==> src/rtl/ipiq_pkg.sv <==
package ipiq_pkg;

  localparam int DATA_W = 32;
  localparam int NUM_W  = 16;
  localparam int TGT_W  = 16;

  typedef enum logic [1:0] {
    REG_SEND_ONE    = 2'd0,
    REG_SEND_OTHERS = 2'd1,
    REG_RECV        = 2'd2,
    REG_OVF         = 2'd3
  } ipiq_reg_e;

  typedef enum logic [1:0] {
    RSEL_NONE = 2'd0,
    RSEL_RECV = 2'd1,
    RSEL_OVF  = 2'd2
  } ipiq_rsel_e;

endpackage

==> src/rtl/ipiq_fifo.sv <==
module ipiq_fifo #(
  parameter int DEPTH = 4,
  parameter int WIDTH = 16,
  localparam int AW    = (DEPTH > 1) ? $clog2(DEPTH) : 1,
  localparam int CNT_W = $clog2(DEPTH + 1)
) (
  input  logic             clk,
  input  logic             rst,
  input  logic             push,
  input  logic [WIDTH-1:0] din,
  input  logic             pop,
  input  logic             flush,
  output logic [WIDTH-1:0] dout,
  output logic             empty,
  output logic             full
);

  logic [WIDTH-1:0] mem [DEPTH];
  logic [AW-1:0]    wr_ptr, rd_ptr;
  logic [CNT_W-1:0] count;
  logic             do_push, do_pop;

  assign empty   = (count == '0);
  assign full    = (count == CNT_W'(DEPTH));
  assign do_pop  = pop && !empty;
  assign do_push = push && !full;

  function automatic logic [AW-1:0] nxt(input logic [AW-1:0] p);
    return (p == AW'(DEPTH - 1)) ? '0 : p + AW'(1);
  endfunction

  // storage without reset so it maps onto block RAM
  always_ff @(posedge clk) begin
    if (do_push) mem[wr_ptr] <= din;
  end

  always_ff @(posedge clk) begin
    if (rst) begin
      wr_ptr <= '0;
      rd_ptr <= '0;
      count  <= '0;
      dout   <= '0;
    end else if (flush) begin
      wr_ptr <= '0;
      rd_ptr <= '0;
      count  <= '0;
    end else begin
      if (do_push) wr_ptr <= nxt(wr_ptr);
      if (do_pop)  rd_ptr <= nxt(rd_ptr);
      if (pop)     dout   <= do_pop ? mem[rd_ptr] : '0;
      case ({do_push, do_pop})
        2'b10:   count <= count + CNT_W'(1);
        2'b01:   count <= count - CNT_W'(1);
        default: count <= count;
      endcase
    end
  end

  a_r9_count_bound: assert property (@(posedge clk) disable iff (rst)
    count <= CNT_W'(DEPTH));

  a_r9_no_overflow: assert property (@(posedge clk) disable iff (rst)
    (full && push && !pop && !flush) |=> full);

  a_r7_flush_empties: assert property (@(posedge clk) disable iff (rst)
    flush |=> empty);

endmodule

==> src/rtl/ipiq_decode.sv <==
module ipiq_decode
  import ipiq_pkg::*;
#(
  parameter int N_CORES = 4,
  localparam int CORE_W = (N_CORES > 1) ? $clog2(N_CORES) : 1
) (
  input  logic              bus_valid,
  input  logic              bus_write,
  input  logic [1:0]        bus_addr,
  input  logic [CORE_W-1:0] bus_core,
  input  logic [DATA_W-1:0] bus_wdata,
  output logic [N_CORES-1:0] push_vec,
  output logic [N_CORES-1:0] pop_vec,
  output logic [N_CORES-1:0] flush_vec,
  output logic [N_CORES-1:0] ovf_clr,
  output logic [NUM_W-1:0]  send_num,
  output logic              rd_recv,
  output logic              rd_ovf
);

  logic [TGT_W-1:0] target;
  logic             wr_one, wr_others, acc_recv;

  assign target    = bus_wdata[TGT_W-1:0];
  assign send_num  = bus_wdata[DATA_W-1:DATA_W-NUM_W];
  assign wr_one    = bus_valid && bus_write && (bus_addr == REG_SEND_ONE);
  assign wr_others = bus_valid && bus_write && (bus_addr == REG_SEND_OTHERS);
  assign acc_recv  = bus_valid && (bus_addr == REG_RECV);
  assign rd_recv   = acc_recv && !bus_write;
  assign rd_ovf    = bus_valid && !bus_write && (bus_addr == REG_OVF);
  assign ovf_clr   = (bus_valid && bus_write && (bus_addr == REG_OVF))
                     ? bus_wdata[N_CORES-1:0] : '0;

  for (genvar i = 0; i < N_CORES; i++) begin : g_core
    logic hit, mine;
    assign hit          = (target == TGT_W'(i));
    assign mine         = (bus_core == CORE_W'(i));
    assign push_vec[i]  = (wr_one && hit) || (wr_others && !hit);
    assign pop_vec[i]   = acc_recv && !bus_write && mine;
    assign flush_vec[i] = acc_recv && bus_write && mine;
  end

endmodule

==> src/rtl/ipiq_ctrl.sv <==
module ipiq_ctrl
  import ipiq_pkg::*;
#(
  parameter int N_CORES = 4,
  parameter int DEPTH   = 4,
  localparam int CORE_W = (N_CORES > 1) ? $clog2(N_CORES) : 1
) (
  input  logic               clk,
  input  logic               rst,
  input  logic               bus_valid,
  input  logic               bus_write,
  input  logic [1:0]         bus_addr,
  input  logic [CORE_W-1:0]  bus_core,
  input  logic [31:0]        bus_wdata,
  output logic [31:0]        bus_rdata,
  output logic [N_CORES-1:0] irq_out
);

  logic [N_CORES-1:0] push_vec, pop_vec, flush_vec, ovf_clr;
  logic [N_CORES-1:0] q_empty, q_full;
  logic [NUM_W-1:0]   send_num;
  logic               rd_recv, rd_ovf;
  logic [NUM_W-1:0]   q_dout [N_CORES];

  logic [N_CORES-1:0] ovf_q, ovf_rd_q;
  ipiq_rsel_e         rsel_q;
  logic [CORE_W-1:0]  rcore_q;

  ipiq_decode #(.N_CORES(N_CORES)) u_decode (
    .bus_valid (bus_valid),
    .bus_write (bus_write),
    .bus_addr  (bus_addr),
    .bus_core  (bus_core),
    .bus_wdata (bus_wdata),
    .push_vec  (push_vec),
    .pop_vec   (pop_vec),
    .flush_vec (flush_vec),
    .ovf_clr   (ovf_clr),
    .send_num  (send_num),
    .rd_recv   (rd_recv),
    .rd_ovf    (rd_ovf)
  );

  for (genvar i = 0; i < N_CORES; i++) begin : g_q
    ipiq_fifo #(.DEPTH(DEPTH), .WIDTH(NUM_W)) u_fifo (
      .clk   (clk),
      .rst   (rst),
      .push  (push_vec[i]),
      .din   (send_num),
      .pop   (pop_vec[i]),
      .flush (flush_vec[i]),
      .dout  (q_dout[i]),
      .empty (q_empty[i]),
      .full  (q_full[i])
    );

    always_ff @(posedge clk) begin
      if (rst)                          ovf_q[i] <= 1'b0;
      else if (push_vec[i] && q_full[i]) ovf_q[i] <= 1'b1;
      else if (ovf_clr[i])               ovf_q[i] <= 1'b0;
    end

    assign irq_out[i] = !q_empty[i];

    a_r4_irq_after_delivery: assert property (@(posedge clk) disable iff (rst)
      push_vec[i] |=> irq_out[i]);

    a_r8_irq_low_after_flush: assert property (@(posedge clk) disable iff (rst)
      flush_vec[i] |=> !irq_out[i]);

    a_r9_overflow_sticky: assert property (@(posedge clk) disable iff (rst)
      (push_vec[i] && q_full[i]) |=> ovf_q[i]);

    a_r6_empty_reads_zero: assert property (@(posedge clk) disable iff (rst)
      (pop_vec[i] && !irq_out[i]) |=> (bus_rdata == '0));
  end

  always_ff @(posedge clk) begin
    if (rst) begin
      rsel_q   <= RSEL_NONE;
      rcore_q  <= '0;
      ovf_rd_q <= '0;
    end else begin
      rsel_q   <= rd_recv ? RSEL_RECV : (rd_ovf ? RSEL_OVF : RSEL_NONE);
      rcore_q  <= bus_core;
      ovf_rd_q <= ovf_q;
    end
  end

  always_comb begin
    bus_rdata = '0;
    case (rsel_q)
      RSEL_RECV: bus_rdata = {{(32 - NUM_W){1'b0}}, q_dout[rcore_q]};
      RSEL_OVF:  bus_rdata[N_CORES-1:0] = ovf_rd_q;
      default:   bus_rdata = '0;
    endcase
  end

  a_r11_idle_rdata_zero: assert property (@(posedge clk) disable iff (rst)
    !(bus_valid && !bus_write) |=> (bus_rdata == '0));

endmodule

==> config.mk <==
export PLATFORM = sky130hd
export DESIGN_NAME = ipiq_ctrl
export DESIGN_NICKNAME = d
export VERILOG_FILES = /design/src/rtl/ipiq_pkg.sv /design/src/rtl/ipiq_fifo.sv /design/src/rtl/ipiq_decode.sv /design/src/rtl/ipiq_ctrl.sv
export SDC_FILE = /design/constraint.sdc
export NUM_CORES = 1
export LEC_CHECK = 0
export ABC_AREA = 1
export CAP_MARGIN = 20
export CORE_MARGIN = 10
export CORE_UTILIZATION = 50
export DETAILED_ROUTE_END_ITERATION = 6
export GPL_ROUTABILITY_DRIVEN = 0
export GPL_TIMING_DRIVEN = 0
export HOLD_SLACK_MARGIN = 0.08
export PLACE_DENSITY = 0.76
export SYNTH_ARGS = -nofsm -noshare
export SYNTH_HDL_FRONTEND = slang
export SYNTH_SLANG_ARGS = --single-unit
==> constraint.sdc <==
create_clock -name clk -period 4.5 [get_ports clk]
set_input_delay 0.675 -clock clk [delete_from_list [all_inputs] [get_ports clk]]
set_output_delay 0.675 -clock clk [all_outputs]
set_load 0.02 [all_outputs]
Word-level counts from Yosys, hierarchy flattened. Memories as Yosys holds them, arrays and structs flattened. A register that Yosys moved wholly into a read port is not among the register bits. Cells that the tools add are included.

Bits in registers: 104. RAM bits: 256. Input port bits: 40. Word-level logic and storage cells: 207. Memories kept: 4.

Memory list: g_q[0].u_fifo.mem (words 4, width 16, read ports 1, clocked after Yosys merged registers in 1, wr ports 1, line ipiq_fifo.sv:18) `logic [WIDTH-1:0] mem [DEPTH];`; g_q[1].u_fifo.mem (words 4, width 16, read ports 1, clocked after Yosys merged registers in 1, wr ports 1, line ipiq_fifo.sv:18); g_q[2].u_fifo.mem (words 4, width 16, read ports 1, clocked after Yosys merged registers in 1, wr ports 1, line ipiq_fifo.sv:18); g_q[3].u_fifo.mem (words 4, width 16, read ports 1, clocked after Yosys merged registers in 1, wr ports 1, line ipiq_fifo.sv:18).

Add/sub/neg operators: 16. Magnitude comparators: 1. Equality and inequality tests: 31. Mux-type cells: 48. Bitwise logic cells: 5. Reductions and logical operators: 78.

Operators with widths (number): two-way mux 16 bit (6); logical AND 1 bit (37); equality test 2 bit, second input constant (17); two-way mux 2 bit (17); binary-select mux 16 bit (select 2 bit) (1); equality test 16 x 2 -> 1 bit, second input constant (2); case mux 3 bit (2 select lines) (4); two-way mux 1 bit (17); adder 2 x 1 -> 2 bit, second input constant (8); equality test 16 x 1 -> 1 bit, second input constant (1); logical NOT 16 bit (1); nonzero test 2 bit (8); equality test 2 x 1 -> 1 bit, second input constant (7); logical NOT 1 bit (13); adder 3 x 1 -> 3 bit, second input constant (4); equality test 3 bit, second input constant (4); logical NOT 3 bit (4); two-way mux 12 bit (1); subtractor 3 x 1 -> 3 bit, second input constant (4); OR reduction 2 bit (5); case mux 4 bit (2 select lines) (1); AND reduction 2 bit (4); logical NOT 2 bit (2); logical OR 1 bit (4); 4 further kinds (7).

Longest topological paths before layout. Gate-level depths: netlist of run 1.

Depth after elaboration: 7. Mapped depth: 14.

Hierarchy. A second synthesis of run 1 with hierarchy kept.

Cell total of the unflattened synthesis: 1855. Area total of the unflattened synthesis: 16889.9 um^2.

By module, submodules not included: ipiq_fifo (instances 4, cells an instance 388, area each 3812.4 um^2); ipiq_ctrl (instances 1, cells an instance 217, area each 1214.9 um^2); ipiq_decode (instances 1, cells an instance 86, area each 425.4 um^2).

Least setup slack after synthesis of run 1. OpenSTA, ideal clock, no wires.

Path kind: input to register. Start point: input bus_valid. End point: register g_q[1].u_fifo.count[2]. Setup time: 0.122 ns. Arrival: 2.458 ns. Required time: 4.378 ns. Setup slack: 1.920 ns. Stages on the path: 12. Path buffers: 1. Path through: nand2_2 -> nor3_4 -> nand4_1 -> clkinv_2 -> clkbuf_8 -> ha_1 -> inv_1 -> fa_1 -> a21oi_1 -> o21ai_0 -> o21ai_0 -> a21oi_1.

Elaborated cells on any way between the ends: 18.

RTL lines: from (decl) (line ipiq_ctrl.sv:10) `input logic bus_valid,`; logical AND 1 bit * (line ipiq_decode.sv:28) `assign acc_recv = bus_valid && (bus_addr == REG_RECV);`; logical AND 1 bit * (2 in a row) (line ipiq_decode.sv:39) `assign pop_vec[i] = acc_recv && !bus_write && mine;`; logical AND 1 bit * (line ipiq_fifo.sv:25) `assign do_pop = pop && !empty;`; net g_q[1].u_fifo.do_pop (line ipiq_fifo.sv:21) `logic do_push, do_pop;`; equality test 2 x 1 -> 1 bit / equality test 2 bit (equally long branches) (line ipiq_fifo.sv:51) `case ({do_push, do_pop})`; case mux 3 bit (2 select lines) / nonzero test 2 bit (equally long branches); to (signal assigned) (line ipiq_fifo.sv:52) `2'b10: count <= count + CNT_W'(1);`; to (signal assigned) (line ipiq_fifo.sv:53) `2'b01: count <= count - CNT_W'(1);`; to (signal assigned) (line ipiq_fifo.sv:54) `default: count <= count;`; to (decl) (line ipiq_fifo.sv:20) `logic [CNT_W-1:0] count;`.

Mark *: on every way through the listed nets, which the timed path passes. The rest lies on a longest branch. A chain may end at the register's enable or synchronous reset.

Worst setup path in the final report of run 1.
Start point: register rcore_q[0]. End point: output bus_rdata[1].

Longest elaborated chain between the ends: 5.

RTL lines: from (decl) (line ipiq_ctrl.sv:27) `logic [CORE_W-1:0] rcore_q;`; from (signal assigned) (line ipiq_ctrl.sv:85) `rcore_q <= bus_core;`; inverter 2 -> 3 bit (implied by the code) (line ipiq_ctrl.sv:93) `RSEL_RECV: bus_rdata = {{(32 - NUM_W){1'b0}}, q_dout[rcore_q]};`; binary-select mux 16 bit (select 2 bit) (line ipiq_ctrl.sv:93); two-way mux 16 bit (implied by the code) (2 in a row) (line ipiq_ctrl.sv:93); case mux 4 bit (2 select lines) (line ipiq_ctrl.sv:92) `case (rsel_q)`; to (decl) (line ipiq_ctrl.sv:15) `output logic [31:0] bus_rdata,`.

No other way between the ends. The select of a mux whose other input is x is not followed.

==> results of run 1 <==
report_power, final:
| group | switching, mW | internal, mW | total [mW] | leakage (nW) |
|---|---|---|---|---|
| registers | 0.00848 | 3.64 | 3.65 | 3.21 |
| logic | 0.183 | 0.0798 | 0.263 | 2.29 |
| clock network | 1.26 | 1.90 | 3.16 | 0.624 |
| total | 1.45 | 5.62 | 7.07 | 6.13 |
synth_stat cells:
cell	instances	share of area [%]
sky130_fd_sc_hd__nand3_2	3	0.20
sky130_fd_sc_hd__buf_1	2	0.050
sky130_fd_sc_hd__ha_1	26	2.2
sky130_fd_sc_hd__clkbuf_1	56	1.4
sky130_fd_sc_hd__buf_4	17	0.85
sky130_fd_sc_hd__clkinv_2	4	0.13
sky130_fd_sc_hd__fa_1	4	0.53
sky130_fd_sc_hd__nand2_1	215	5.4
sky130_fd_sc_hd__nand3_1	21	0.70
sky130_fd_sc_hd__clkbuf_8	3	0.27
sky130_fd_sc_hd__a31oi_1	2	0.083
sky130_fd_sc_hd__nor2_1	316	7.9
sky130_fd_sc_hd__nor3_1	3	0.10
sky130_fd_sc_hd__inv_1	76	1.9
sky130_fd_sc_hd__o21ai_1	20	0.67
sky130_fd_sc_hd__edfxtp_1	256	51
sky130_fd_sc_hd__nand4_1	8	0.33
sky130_fd_sc_hd__conb_1	1	0.025
sky130_fd_sc_hd__or2_2	2	0.083
sky130_fd_sc_hd__xor2_1	2	0.12
sky130_fd_sc_hd__a21oi_1	99	3.3
sky130_fd_sc_hd__nor4_1	2	0.083
sky130_fd_sc_hd__o22ai_1	4	0.17
sky130_fd_sc_hd__o21ai_2	1	0.058
sky130_fd_sc_hd__buf_2	1	0.033
sky130_fd_sc_hd__a21oi_2	1	0.058
sky130_fd_sc_hd__dfxtp_1	112	15
sky130_fd_sc_hd__nor3_4	2	0.22
sky130_fd_sc_hd__nand2_2	3	0.12
sky130_fd_sc_hd__o21ai_0	214	7.1
worst paths after layout:
kind / start / to / slack, ns / depth (start not counted)
setup reg to reg: g_q[2].u_fifo.count[2] / g_q[2].u_fifo.count[2] / 1.93 / 12
hold reg to reg: ovf_q[1] / ovf_rd_q[1] / 0.43 / 2
hold / removal: ovf_q[1] / ovf_rd_q[1] / 0.43 / 2
setup / recovery: rcore_q[0] / bus_rdata[1] / 1.11 / 6
state kept, by name (all words and copies together), names as in the netlist, named ones only:
name               flops
ovf_rd_q               4
rcore_q                2
g_q.u_fifo.rd_ptr      8
g_q.u_fifo.dout       64
ovf_q                  4
g_q.u_fifo.count      12
g_q.u_fifo.mem       256
rsel_q                 2
g_q.u_fifo.wr_ptr      8
stage by stage:
| stage | hold slack [ns] | setup slack [ns] | std cells | util, % |
|---|---|---|---|---|
| detailed placement | 0.405 | 0.784 | 1953 | 55.1 |
| global route | 0.446 | 0.888 | 2021 | 59.4 |
| global placement | 0.403 | 0.804 | 1940 | 54.6 |
| floorplan | 0.397 | 1.92 | 1491 | - |
| finish | 0.426 | 1.11 | 2022 | 59.4 |
| CTS | 0.423 | 1.18 | 2021 | 59.4 |
per-layer routing:
| layer | track usage, % | vias up | wire length, um | part of all wire, % |
|---|---|---|---|---|
| li1 | - | 5235 | - | - |
| met5 | 0 | - | 0 | 0 |
| met4 | 6.84 | 0 | 1160 | 3.1 |
| met3 | 2.82 | 64 | 2890 | 7.7 |
| met1 | 26.6 | 5286 | 16200 | 43 |
| met2 | 30.3 | 445 | 17300 | 46 |
cell families (layout without fill, tap and decap cells):
logic type | after synthesis | in the layout | synth area share, %
buffers and inverters | 159 | 299 | 4.63
adder cells (fa/ha/maj) | 30 | 30 | 2.69
XOR/XNOR | 2 | 2 | 0.116
other | 1 | 17 | 0.0249
flip-flops | 368 | 368 | 66.0
AO/OA/AOI/OAI | 341 | 341 | 11.4
AND/OR/NAND/NOR | 575 | 575 | 15.1
final cells by class:
cell class / instances / area, um2 / area share (%)
repair buffers: 72 / 733 / 4.17
multi-input cells: 964 / 4480 / 25.5
clock buffers: 56 / 1120 / 6.37
plain buffers: 79 / 392 / 2.23
flip-flops and latches: 368 / 9930 / 56.4
clock inverters: 12 / 141 / 0.804
inverters: 80 / 305 / 1.74
well taps: 390 / 488 / 2.77
diodes: 1 / 2.50 / 0.0142
critical path, stage by stage (launching register included):
cell and delay (ns):
sky130_fd_sc_hd__dfxtp_1 0.47, sky130_fd_sc_hd__clkbuf_1 0.39, sky130_fd_sc_hd__o21ai_0 0.20, sky130_fd_sc_hd__o22ai_1 0.27
sky130_fd_sc_hd__nand2_1 0.09, sky130_fd_sc_hd__a21oi_1 0.14, sky130_fd_sc_hd__clkdlybuf4s50_1 0.62
==> impl_summary.txt, run 1 <==
----------------------------------------------------
[Floorplanning]
  Number of top-level pins ... 76
  Initial standard-cell utilization of the core ... 50.8%
  Placement Rows ... 63
  Die outline area ... 37400 um2
  Die Span X ... 193 um
  Die extent in y ... 193 um
  Area of the core region ... 29600 um2

[Detailed routing]
  Overall routed net length ... 37500 um
  Count of nets left with antenna violations after detail routing ... 0
  Routed wire per std cell ... 18.5 um
  DRC violation count after routing ... 1
  Drt first-iter violations ... 1070
  Count of TritonRoute iterations in the first routing pass ... 7
  Routed via count ... 11000
  Vias per Instance ... 5.45

[Run status]
  Result of the run ... finished, violations left
  Violations in the final reports ... DRC

[STA]
  Slew of the pin with the lowest slew margin ... 1.01 ns
  Final setup violation count ... 0
  Setup Total Neg Slack ... 0 ns
  Portion of the clock cycle consumed by the worst path in the final layout ... 75.2%
  Number of hold-slack violations in the final timing report ... 0
  Post-route clock skew ... 0.0195 ns
  Highest attainable clock frequency ... 295 MHz
  Shortest clock period the worst path allows after layout ... 3.39 ns
  Max-slew violation total from the final report ... 0
  RSZ-0062 raised after global routing ... no
  Rel. slew slack ... 32.8%

[Global routing]
  Total GRT Usage ... 19.2%
  Initial antenna violation count ... 0
  Number of global-route vias before repair ... 10600
  Global-route wire length before repair ... 58200 um
  Largest net degree at the start of global routing ... 17
  Total congestion overflow after global routing ... 0

[Layout]
  Layout fillers ... 2425
  Post-Layout Inst Area ... 17600 um2
  Commonest cells after routing, fill and taps aside ... 313 x sky130_fd_sc_hd__nor2_1, 256 x sky130_fd_sc_hd__edfxtp_1, 215 x sky130_fd_sc_hd__nand2_1, 214 x sky130_fd_sc_hd__o21ai_0, 112 x sky130_fd_sc_hd__dfxtp_1
  Area growth syn-to-layout ... 16.9%
  Net count, final ... 1672
  Share of layout cells above drive strength 1 ... 6.74%
  Most common library cell in the layout ignoring fill and taps ... sky130_fd_sc_hd__nor2_1

[Clock network]
  Clock tree from TritonCTS ... built
  Setup bufs post-CTS ... 0
  Number of buffers between clock root and the deepest sink ... 3
  Number of H-tree levels ... 2
  Clock insertion delay at the later pin of the skew report ... 0.53 ns
  Count of hold-fix buffers inserted at cts ... 0
  Number of sinks driven by the clock tree ... 368
  Clock buffers created by TritonCTS ... 37
  CTS root buffer ... sky130_fd_sc_hd__clkbuf_16
  # resized after CTS ... 0
  Reg clk slew, reported paths ... 0.06 ns

[Synth]
  Synthesized instance count ... 1476
  Syn avg cell area ... 10.2 um2
  Synth Register Bits ... 368
  Number of warnings printed during yosys synthesis ... 0
  Number of distinct library cell variants in the gate-level netlist after synthesis ... 30
  Post-Syn Area ... 15000 um2
  Post-synthesis sequential area ratio ... 66.0%

[Place]
  Cell area after placement ... 16300 um2
  Count of buffers inserted at the top-level ports ... 59
  Final HPWL from detailed placement ... 25700 um

[Critical path]
  Arrival @ worst endpoint ... 2.71 ns
  Worst Setup Start Kind ... register
  Maximum fanout along the worst path ... 10
  Required @ worst endpoint ... 3.83 ns
  Capturing element type of the critical path ... output port
  Path type of the worst setup path ... reg -> out

[Power]
  LEAKAGE ... 6.13 nW
  Peak supply drop ... 305 uV
  Ratio of total power to cell area ... 402 nW/um2
  Total power consumption of the routed design ... 7.07 mW

[Worst hold path]
  Min-Delay Path Class ... reg -> reg

[Job]
  Max capacitance violation total ... 0

----------------------------------------------------
No activity file was read; power rests on OpenSTA's default activity.
==> inputs of run 2 (changes only) <==
--- a/config.mk
+++ b/config.mk
@@ -13,7 +13,7 @@
 export GPL_ROUTABILITY_DRIVEN = 0
 export GPL_TIMING_DRIVEN = 0
 export HOLD_SLACK_MARGIN = 0.08
-export PLACE_DENSITY = 0.76
+export PLACE_DENSITY = 0.79
 export SYNTH_ARGS = -nofsm -noshare
 export SYNTH_HDL_FRONTEND = slang
 export SYNTH_SLANG_ARGS = --single-unit
==> constraint.sdc (replaced) <==
create_clock -name clk -period 3.1 [get_ports clk]
set_input_delay 0.465 -clock clk [delete_from_list [all_inputs] [get_ports clk]]
set_output_delay 0.465 -clock clk [all_outputs]
set_load 0.02 [all_outputs]
==> impl_summary.txt, run 2 (same netlist as run 1, synthesis figures left out) <==
----------------------------------------------------
[Layout]
  Net count, final ... 1673 (+0.060%)
  Most common library cell in the layout ignoring fill and taps ... sky130_fd_sc_hd__nor2_1
  Register ranked first by flip-flop count ... g_q.u_fifo.mem
  Commonest cells after routing, fill and taps aside ... 309 x sky130_fd_sc_hd__nor2_1, 256 x sky130_fd_sc_hd__edfxtp_1, 215 x sky130_fd_sc_hd__nand2_1, 214 x sky130_fd_sc_hd__o21ai_0, 112 x sky130_fd_sc_hd__dfxtp_1
  Flip-flop and latch area ... 9930 um2 (unchanged)
  Max reg flops ... 256 (unchanged)
  Share of layout cells above drive strength 1 ... 6.94% (+0.19 points)
  Largest registers ranked by flip-flop count ... g_q.u_fifo.mem x256, g_q.u_fifo.dout x64, g_q.u_fifo.count x12
  Number of inserted diodes ... 0 (-1)
  Area taken by multi-input logic gates ... 4500 um2 (+0.31%)
  Layout fillers ... 2331 (-3.9%)
  Utilization after layout ... 59.1% (-0.22 points)
  Area growth syn-to-layout ... 16.5%

[Clock network]
  Reg clk slew, reported paths ... 0.06 ns (about the same)
  CTS root buffer ... sky130_fd_sc_hd__clkbuf_16
  Count of hold-fix buffers inserted at cts ... 0 (unchanged)
  Number of H-tree levels ... 2 (unchanged)
  Clock buffers created by TritonCTS ... 36 (-2.7%)
  Clock tree from TritonCTS ... built
  Clock insertion delay at the later pin of the skew report ... 0.52 ns (about the same)
  Number of buffers between clock root and the deepest sink ... 3 (unchanged)
  Number of sinks driven by the clock tree ... 368 (unchanged)

[Critical path]
  Worst Setup Start Kind ... register
  Cell with the largest stage delay on the worst path ... sky130_fd_sc_hd__clkdlybuf4s50_1
  Arrival @ worst endpoint ... 2.55 ns (-0.16 ns)
  Cells along the critical path ... inv_1 > clkbuf_1 > o21ai_0 > a21oi_1 > clkdlybuf4s50_1
  Cell class contributing the biggest share of worst-path delay ... buffers and inverters
  Capturing element type of the critical path ... output port
  CP peak stage delay ... 0.57 ns (-0.05 ns)
  Maximum fanout along the worst path ... 10 (unchanged)
  Path type of the worst setup path ... reg -> out
  Crit path buffers/inverters ... 3 (+1)
  Required @ worst endpoint ... 2.63 ns (-1.20 ns)

[STA]
  Number of hold-slack violations in the final timing report ... 0 (unchanged)
  Post-route clock skew ... 0.0162 ns (-0.00328 ns)
  Final Worst Setup Slack ... 0.0825 ns (-1.03 ns)
  Worst hold margin ... 0.415 ns (-0.0113 ns)
  Max-slew violation total from the final report ... 0 (unchanged)
  Final setup violation count ... 0 (unchanged)
  Setup Total Neg Slack ... 0 ns (unchanged)
  Shortest clock period the worst path allows after layout ... 3.02 ns
  Rel. slew slack ... 33.7% (+0.83 points)
  Highest attainable clock frequency ... 331 MHz
  Portion of the clock cycle consumed by the worst path in the final layout ... 97.3%
  Slew of the pin with the lowest slew margin ... 0.994 ns (-0.0125 ns)

[Floorplanning]
  Die outline area ... 37400 um2 (unchanged)
  Die Span X ... 193 um (unchanged)
  Area of the core region ... 29600 um2 (unchanged)
  Die extent in y ... 193 um (unchanged)
  Number of top-level pins ... 76 (unchanged)
  Initial standard-cell utilization of the core ... 50.8% (unchanged)
  Placement Rows ... 63 (unchanged)

[Place]
  Final HPWL from detailed placement ... 25700 um (-0.12%)
  Pre-CTS setup slack ... -0.502 ns (-1.29 ns)
  Count of buffers inserted at the top-level ports ... 59 (unchanged)

[Detailed routing]
  Count of nets left with antenna violations after detail routing ... 0 (unchanged)
  Count of TritonRoute iterations in the first routing pass ... 5 (-2)
  DRC violation count after routing ... 0 (-1)
  Overall routed net length ... 37600 um (+0.16%)
  Routed via count ... 11000 (-0.49%)
  Vias per Instance ... 5.44 (-0.34%)
  Routed wire per std cell ... 18.6 um (+0.31%)
  Drt first-iter violations ... 1223 (+14%)

[Power]
  Power share of the combinational group ... 3.9% (+0.2 points)
  Clock Power Share ... 42.7% (-2.0 points)
  Psw ... 2.05 mW (+42%)
  Sequential cell fraction of total power ... 53.5% (+1.9 points)
  Internal Dissipation ... 7.85 mW (+40%)
  LEAKAGE ... 6.17 nW (+0.78%)
  Peak supply drop ... 322 uV (+5.3%)
  Ratio of total power to cell area ... 565 nW/um2 (+41%)
  Net switching fraction of the power ... 20.7% (+0.21 points)
  Total power consumption of the routed design ... 9.90 mW (+40%)

[Global routing]
  Number of global-route vias before repair ... 10600 (+0.62%)
  Largest net degree at the start of global routing ... 17 (unchanged)
  Initial antenna violation count ... 0 (unchanged)
  Global-route wire length before repair ... 58000 um (-0.29%)
  Total congestion overflow after global routing ... 0 (unchanged)
  Total GRT Usage ... 19.3% (+0.069 points)

[Job]
  Max capacitance violation total ... 0 (unchanged)

[Run status]
  Result of the run ... finished, final reports clean

[Worst hold path]
  Min-Delay Path Class ... reg -> reg

----------------------------------------------------
==> run 2: area by class of cell <==
class	instances	area share, %
Clock inverter	15	0.714
Clock buffer	49	5.77
Multi-Input combinational cell	964	25.6
Buffer	78	2.23
Sequential cell	368	56.6
Tap cell	390	2.78
Timing Repair Buffer	75	4.45
Inverter	80	1.75
==> run 2: power groups by stage <==
stage               combinational, mW  clock, mW  sequential [mW]
floorplan                       0.175          0             5.39
global route                    0.415       4.50             5.29
global placement                0.356          0             5.40
CTS                             0.374       4.27             5.29
detailed placement              0.371          0             5.40
finish                          0.382       4.23             5.29
==> run 2: repair_timing <==
action / CTS / global route
cloned: 0 / 0
setup endpoints to repair: 3 / 19
resized for setup: 1 / 11
pin swaps: 1 / 3
buffers inserted: 0 / 4
==> run 2: final timing paths <==
path | slack, ns | cells after the start | endpoint | from
worst max register to register | 0.57 | 13 | g_q[1].u_fifo.count[2] | g_q[1].u_fifo.count[0]
worst min-delay path | 0.41 | 2 | ovf_rd_q[1] | ovf_q[1]
worst max-delay path | 0.08 | 5 | bus_rdata[8] | rcore_q[0]
worst min register to register | 0.41 | 2 | ovf_rd_q[1] | ovf_q[1]
==> run 2: per-layer routing <==
layer / vias up / global-route usage (%) / routed length [um]
li1: 5229 / - / -
met1: 5221 / 25.8 / 16000
met2: 455 / 31.0 / 17500
met3: 71 / 3.61 / 2870
met4: 0 / 6.67 / 1140
met5: - / 0 / 0
==> run 2: metrics by stage <==
stage / std cells / area (um2)
3_5_place_dp: 1952 / 16300
2_1_floorplan: 1491 / 15100
4_1_cts: 2016 / 17500
6_report: 2019 / 17500
5_1_grt: 2019 / 17500
3_3_place_gp: 1940 / 16200
==> run 2: worst reg2reg max path, delay by kind of cell, from the launching register on <==
family          cells  cell delay (ns)
fa+ha+maj           2             0.61
simple gates        3             0.32
buf+inv             4             0.57
compound gates      4             0.55
flops               1             0.36
